<file path="config.mk">
export PLATFORM = sky130hd
export DESIGN_NAME = lbist_engine
export DESIGN_NICKNAME = d
export VERILOG_FILES = /design/src/rtl/lbist_pkg.sv /design/src/rtl/lbist_lfsr.sv /design/src/rtl/lbist_misr.sv /design/src/rtl/lbist_ctrl.sv /design/src/rtl/lbist_engine.sv
export SDC_FILE = /design/constraint.sdc
export NUM_CORES = 1
export LEC_CHECK = 0
export ABC_AREA = 1
export BUFFER_PORTS_ARGS = -buffer_cell sky130_fd_sc_hd__buf_2
export CORE_ASPECT_RATIO = 1.4
export CORE_MARGIN = 2
export CORE_UTILIZATION = 50
export DETAILED_ROUTE_END_ITERATION = 8
export PLACE_DENSITY = 0.74
export SYNTH_ARGS = -nofsm -noshare
export SYNTH_HDL_FRONTEND = slang
export SYNTH_SLANG_ARGS = --single-unit
</file>
<file path="constraint.sdc">
create_clock -name clk -period 2.52 [get_ports clk]
set_clock_uncertainty 0.2 [all_clocks]
set_input_delay 0.126 -clock clk [delete_from_list [all_inputs] [get_ports clk]]
set_output_delay 0.126 -clock clk [all_outputs]
set_load 0.01 [all_outputs]
</file>
<file path="src/rtl/lbist_pkg.sv">
package lbist_pkg;
  localparam int unsigned SIG_W_DEF = 16;
  localparam logic [15:0] POLY_DEF  = 16'hB400;
  localparam logic [15:0] SEED_DEF  = 16'hACE1;

  typedef enum logic [0:0] {
    ST_IDLE = 1'b0,
    ST_RUN  = 1'b1
  } run_state_e;
endpackage

</file>
<file path="src/rtl/lbist_lfsr.sv">
module lbist_lfsr #(
  parameter int unsigned W    = 16,
  parameter logic [W-1:0] POLY = 16'hB400,
  parameter logic [W-1:0] SEED = 16'hACE1
) (
  input  logic         clk,
  input  logic         rst,
  input  logic         load_i,
  input  logic         adv_i,
  output logic [W-1:0] state_o
);
  logic [W-1:0] st_q;
  logic [W-1:0] st_step;

  always_comb begin
    st_step = {1'b0, st_q[W-1:1]};
    if (st_q[0]) st_step = st_step ^ POLY;
  end

  always_ff @(posedge clk) begin
    if (rst || load_i) st_q <= SEED;
    else if (adv_i)    st_q <= st_step;
  end

  assign state_o = st_q;

  // a maximal-length generator never reaches the all-zero lockup state
  always @(posedge clk)
    if (!rst) a_r3_lfsr_nonzero: assert (st_q != '0);

  // the state only moves when advanced or reloaded
  a_r3_lfsr_hold: assert property (@(posedge clk) disable iff (rst)
    (!adv_i && !load_i) |=> $stable(st_q));
endmodule

</file>
<file path="src/rtl/lbist_misr.sv">
module lbist_misr #(
  parameter int unsigned W    = 16,
  parameter logic [W-1:0] POLY = 16'hB400
) (
  input  logic         clk,
  input  logic         rst,
  input  logic         clr_i,
  input  logic         en_i,
  input  logic [W-1:0] rsp_i,
  output logic [W-1:0] sig_o,
  output logic [W-1:0] sig_nxt_o
);
  logic [W-1:0] sig_q;
  logic [W-1:0] sig_step;

  always_comb begin
    sig_step = {1'b0, sig_q[W-1:1]};
    if (sig_q[0]) sig_step = sig_step ^ POLY;
    sig_step = sig_step ^ rsp_i;
  end

  always_ff @(posedge clk) begin
    if (rst || clr_i) sig_q <= '0;
    else if (en_i)    sig_q <= sig_step;
  end

  assign sig_o     = sig_q;
  assign sig_nxt_o = en_i ? sig_step : sig_q;

  // a clear always leaves a zero signature
  a_r5_misr_clear: assert property (@(posedge clk) disable iff (rst)
    clr_i |=> (sig_q == '0));
endmodule

</file>
<file path="src/rtl/lbist_ctrl.sv">
module lbist_ctrl
  import lbist_pkg::*;
#(
  parameter int unsigned CNT_W = 16
) (
  input  logic             clk,
  input  logic             rst,
  input  logic             start_i,
  input  logic [CNT_W-1:0] pat_cnt_i,
  output logic             load_o,
  output logic             run_o,
  output logic             fin_o,
  output logic             done_o,
  output logic             held_o
);
  run_state_e       st_q;
  logic [CNT_W-1:0] n_q;
  logic [CNT_W-1:0] idx_q;
  logic             done_q;
  logic             held_q;
  logic             zero_req;

  assign load_o   = start_i && (st_q == ST_IDLE);
  assign run_o    = (st_q == ST_RUN);
  assign fin_o    = run_o && (idx_q == n_q - CNT_W'(1));
  assign zero_req = (pat_cnt_i == '0);

  always_ff @(posedge clk) begin
    if (rst) begin
      st_q   <= ST_IDLE;
      n_q    <= '0;
      idx_q  <= '0;
      done_q <= 1'b0;
      held_q <= 1'b0;
    end else begin
      done_q <= 1'b0;
      if (load_o) begin
        n_q    <= pat_cnt_i;
        idx_q  <= '0;
        held_q <= zero_req;
        done_q <= zero_req;
        st_q   <= zero_req ? ST_IDLE : ST_RUN;
      end else if (run_o) begin
        idx_q <= idx_q + CNT_W'(1);
        if (fin_o) begin
          st_q   <= ST_IDLE;
          done_q <= 1'b1;
          held_q <= 1'b1;
        end
      end
    end
  end

  assign done_o = done_q;
  assign held_o = held_q;

  // done is a single-cycle pulse
  a_r4_done_pulse: assert property (@(posedge clk) disable iff (rst)
    done_q |=> !done_q);

  // a run continues until its final pattern, whatever start does
  a_r8_run_holds: assert property (@(posedge clk) disable iff (rst)
    (run_o && !fin_o) |=> run_o);

  // the final pattern is followed by idle and a done pulse
  a_r4_fin_done: assert property (@(posedge clk) disable iff (rst)
    fin_o |=> (done_q && !run_o));

  // the captured count does not move during a run
  a_r9_count_held: assert property (@(posedge clk) disable iff (rst)
    (run_o && !fin_o) |=> $stable(n_q));
endmodule

</file>
<file path="src/rtl/lbist_engine.sv">
module lbist_engine
  import lbist_pkg::*;
#(
  parameter int unsigned   SIG_W = 16,
  parameter int unsigned   CNT_W = 16,
  parameter logic [SIG_W-1:0] POLY = 16'hB400,
  parameter logic [SIG_W-1:0] SEED = 16'hACE1
) (
  input  logic             clk,
  input  logic             rst,
  input  logic             start_i,
  input  logic [CNT_W-1:0] pat_cnt_i,
  input  logic [SIG_W-1:0] exp_sig_i,
  input  logic [SIG_W-1:0] rsp_i,
  output logic [SIG_W-1:0] stim_o,
  output logic             busy_o,
  output logic             done_o,
  output logic [SIG_W-1:0] sig_o,
  output logic             pass_o
);
  logic             load;
  logic             run;
  logic             fin;
  logic             held;
  logic [SIG_W-1:0] sig_nxt;
  logic             pass_q;

  lbist_ctrl #(.CNT_W(CNT_W)) u_ctrl (
    .clk      (clk),
    .rst      (rst),
    .start_i  (start_i),
    .pat_cnt_i(pat_cnt_i),
    .load_o   (load),
    .run_o    (run),
    .fin_o    (fin),
    .done_o   (done_o),
    .held_o   (held)
  );

  lbist_lfsr #(.W(SIG_W), .POLY(POLY), .SEED(SEED)) u_lfsr (
    .clk    (clk),
    .rst    (rst),
    .load_i (load),
    .adv_i  (run),
    .state_o(stim_o)
  );

  lbist_misr #(.W(SIG_W), .POLY(POLY)) u_misr (
    .clk      (clk),
    .rst      (rst),
    .clr_i    (load),
    .en_i     (run),
    .rsp_i    (rsp_i),
    .sig_o    (sig_o),
    .sig_nxt_o(sig_nxt)
  );

  always_ff @(posedge clk) begin
    if (rst)       pass_q <= 1'b0;
    else if (load) pass_q <= (pat_cnt_i == '0) && (exp_sig_i == '0);
    else if (fin)  pass_q <= (sig_nxt == exp_sig_i);
    else if (held) pass_q <= (sig_o == exp_sig_i);
    else           pass_q <= 1'b0;
  end

  assign busy_o = run;
  assign pass_o = pass_q;

  // no pass indication while a run is in progress
  a_r7_no_pass_busy: assert property (@(posedge clk) disable iff (rst)
    busy_o |-> !pass_o);

  // the held signature only changes on an accepted start
  a_r6_sig_hold: assert property (@(posedge clk) disable iff (rst)
    (held && !load) |=> $stable(sig_o));

  // a start that arrives during a run does not restart the generator
  a_r2_no_reload_busy: assert property (@(posedge clk) disable iff (rst)
    (busy_o && start_i && !fin) |=> busy_o);
endmodule

</file>
==> impl_metrics.env <==
export IMPL_status="completed"
export IMPL_ant_nets=0
export IMPL_rows=39
export IMPL_clock_path_buffers=2
export IMPL_io_pins=86
export IMPL_worstHoldEndpoint="u_misr.sig_o[0]"
export IMPL_tightest_slew_ns=0.533
export IMPL_path_clk_slew_ns=0.06
export IMPL_vdd_drop_max_mv=0.352
export IMPL_synthesis_area_um2=4150
export IMPL_worst_slack_ns=0.117
export IMPL_overflow=0
export IMPL_ys_flop_type="dfxtp_1"
export IMPL_async_reset_ff_share_pct=0
export IMPL_first_iter_violations=285
export IMPL_leakage_nw=2.48
export IMPL_die_h_um=112
export IMPL_hold_class="input port to register"
export IMPL_initial_core_util_pct=51.3
export IMPL_fin_cells=872
export IMPL_crit_path_max_fanout=2
export IMPL_port_buffers=85
export IMPL_syn_nets=711
export IMPL_cts_buffers=9
export IMPL_avgSynthCellArea_um2=6.31
export IMPL_cts_root_buf="clkbuf_16"
export IMPL_setup_tns_ns=0
export IMPL_syn_to_final_growth_pct=26.2
export IMPL_drc=0
export IMPL_place_ws_ns=0.228
export IMPL_dp_hpwl_mm=8.65
export IMPL_core_area_um2=8100
export IMPL_grt_pass1_vias=4378
export IMPL_yosys_register_bits=68
export IMPL_endpoint_kind="register"
export IMPL_path_class="input port to register"
export IMPL_yosysWarnings=0
export IMPL_required_ns=2.59
export IMPL_vias_per_cell=5.20
export IMPL_finalCritPeriodShare_pct=95.4
export IMPL_synth_edff_count=0
export IMPL_antennaDiodeCount=0
export IMPL_fmax_mhz=416
export IMPL_dr_pass1_iters=5
export IMPL_holdPathStages=6
export IMPL_final_nets=818
export IMPL_vias=4537
export IMPL_cap_violations=0
export IMPL_rsz0062_at_grt="false"
export IMPL_arrival_ns=2.48
export IMPL_setup_viol=0
export IMPL_yosysSeqAreaShare_pct=32.8
export IMPL_dieArea_um2=9060
export IMPL_yosys_area_top_type_share_pct=32.8
export IMPL_synthTopCellsByCount="206 x nand2_1, 71 x nor2_1, 68 x dfxtp_1"
export IMPL_wl_mm=11.7
export IMPL_clkLatencyLatePin_ns=0.34
export IMPL_min_from="rsp_i[0]"
export IMPL_maxSlewHeadroom_pct=64.4
export IMPL_place_congestion=0.936
export IMPL_grt_max_degree=34
export IMPL_r2r_end="pass_o"
export IMPL_timing_hold_ws_ns=0.0307
export IMPL_drv_slew=0
export IMPL_min_period_ns=2.40
export IMPL_drive_above_1_share_pct=18.2
export IMPL_grt_usage_pct=27.2
export IMPL_antenna_found_initial=0
export IMPL_yosysMostFrequentCell="nand2_1"
export IMPL_htree_levels=3
export IMPL_r2r_start="u_ctrl.run_o"
export IMPL_start_kind="input port"
export IMPL_ff2ff_setup_slack_ns=0.19
export IMPL_wl_per_cell_um=13.4
export IMPL_cts_tree="yes"
export IMPL_yosys_area_top_type="dfxtp_1"
export IMPL_syn_inst=658
export IMPL_cellPowerDensity_nw_per_um2=598
export IMPL_die_x_um=81.0
export IMPL_grt_pass1_wl_mm=19.3
export IMPL_cts_sinks=68
export IMPL_synthTopCellsByArea="dfxtp_1 33%, nand2_1 19%, nor2_1 6.4%"
export IMPL_reg2reg_depth=7
export IMPL_placed_cells=820
export IMPL_hold_viol=0
export IMPL_synth_cell_types=35
export IMPL_finalPower_w=0.00314
[per-layer routing]
layer  up-vias  wire length, µm  GRT usage [%]
li1       2310                -              -
met1      2048             4600           29.2
met2       150             6130           48.8
met3        29              590           5.43
met4         0              407           13.7
met5         -                0              0
[layout by cell type, fill, tap and decap left out, types with 8 or more instances in the layout]
cell type      synthesis  layout
o21ai_1                9       9
nor2_2                12      12
a21oi_1               36      36
inv_1                 62      62
nor2_1                71      71
dfxtp_1               68      68
inv_2                  9       8
clkbuf_16              0       9
nand3_1               42      42
nand4_1                8       8
xor2_1                10      10
buf_2                  5      85
nand2_1              206     206
o21ai_0               27      27
xnor2_1               18      18
dlygate4sd3_1          0      36
[area by class of cell]
| cell class | count | area, µm² |
|---|---|---|
| Clock buffer | 10 | 239 |
| Clock inverter | 6 | 71.3 |
| Fill cell | 781 | 2860 |
| Inverter | 71 | 269 |
| Multi-Input combinational cell | 490 | 2360 |
| Sequential cell | 68 | 1360 |
| Tap cell | 102 | 128 |
| Timing Repair Buffer | 125 | 816 |
[stage by stage]
step                      util (%)  area, µm²
after floorplan                  -       4150
after global placement        56.3       4560
after detailed placement      56.3       4560
after CTS                     64.6       5240
after global routing          64.7       5240
final                         64.7       5240
[power by group]
group	switching, W	internal (W)
Combinational	0.000377	0.000254
Sequential	0.0000638	0.00113
Clock	0.000514	0.000802
Total	0.000954	0.00218
[worst max path at each step]
stage / to / slack [ns] / from
after detailed placement: pass_o / 0.23 / u_ctrl.n_q[0]
after global routing: pass_o / 0.03 / pat_cnt_i[0]
final: pass_o / 0.12 / pat_cnt_i[0]
after floorplan: pass_o / 0.61 / u_ctrl.n_q[0]
after CTS: pass_o / 0.06 / u_ctrl.run_o
after global placement: pass_o / 0.31 / u_ctrl.n_q[0]
[worst max-delay path, stage by stage]
cell	delay (ns)
dlygate4sd3_1	0.54
buf_2	0.13
nor4_1	0.45
nand4_1	0.21
nor2_1	0.20
nand3_1	0.10
dlygate4sd3_1	0.59
a21oi_2	0.13
[registers in the layout (all words and copies together) (netlist names)]
name and flops:
pass_o 1, u_ctrl.done_o 1, u_ctrl.held_o 1, u_ctrl.idx_q 16
u_ctrl.n_q 16, u_ctrl.run_o 1, u_lfsr.state_o 16, u_misr.sig_o 16
[cells by family (layout without fill, tap and decap cells)]
family	count (synthesis)	count (layout)	share of synthesized area, %
AND/OR/NAND/NOR	371	371	38.5
buffers and inverters	100	212	10.6
AO/OA/AOI/OAI	89	89	11.7
flip-flops	68	68	32.8
XOR/XNOR	28	28	5.90
adder cells (fa/ha/maj)	2	2	0.602
[timing repair]
action                                 in CTS  in global routing
endpoints found under the hold margin      39                  0
buffers inserted                            0                  0
setup endpoints to repair                   0                  1
gates resized for setup                     0                  3
hold buffers                               36                  0
Note: power is estimated with default switching activity, not from simulation.
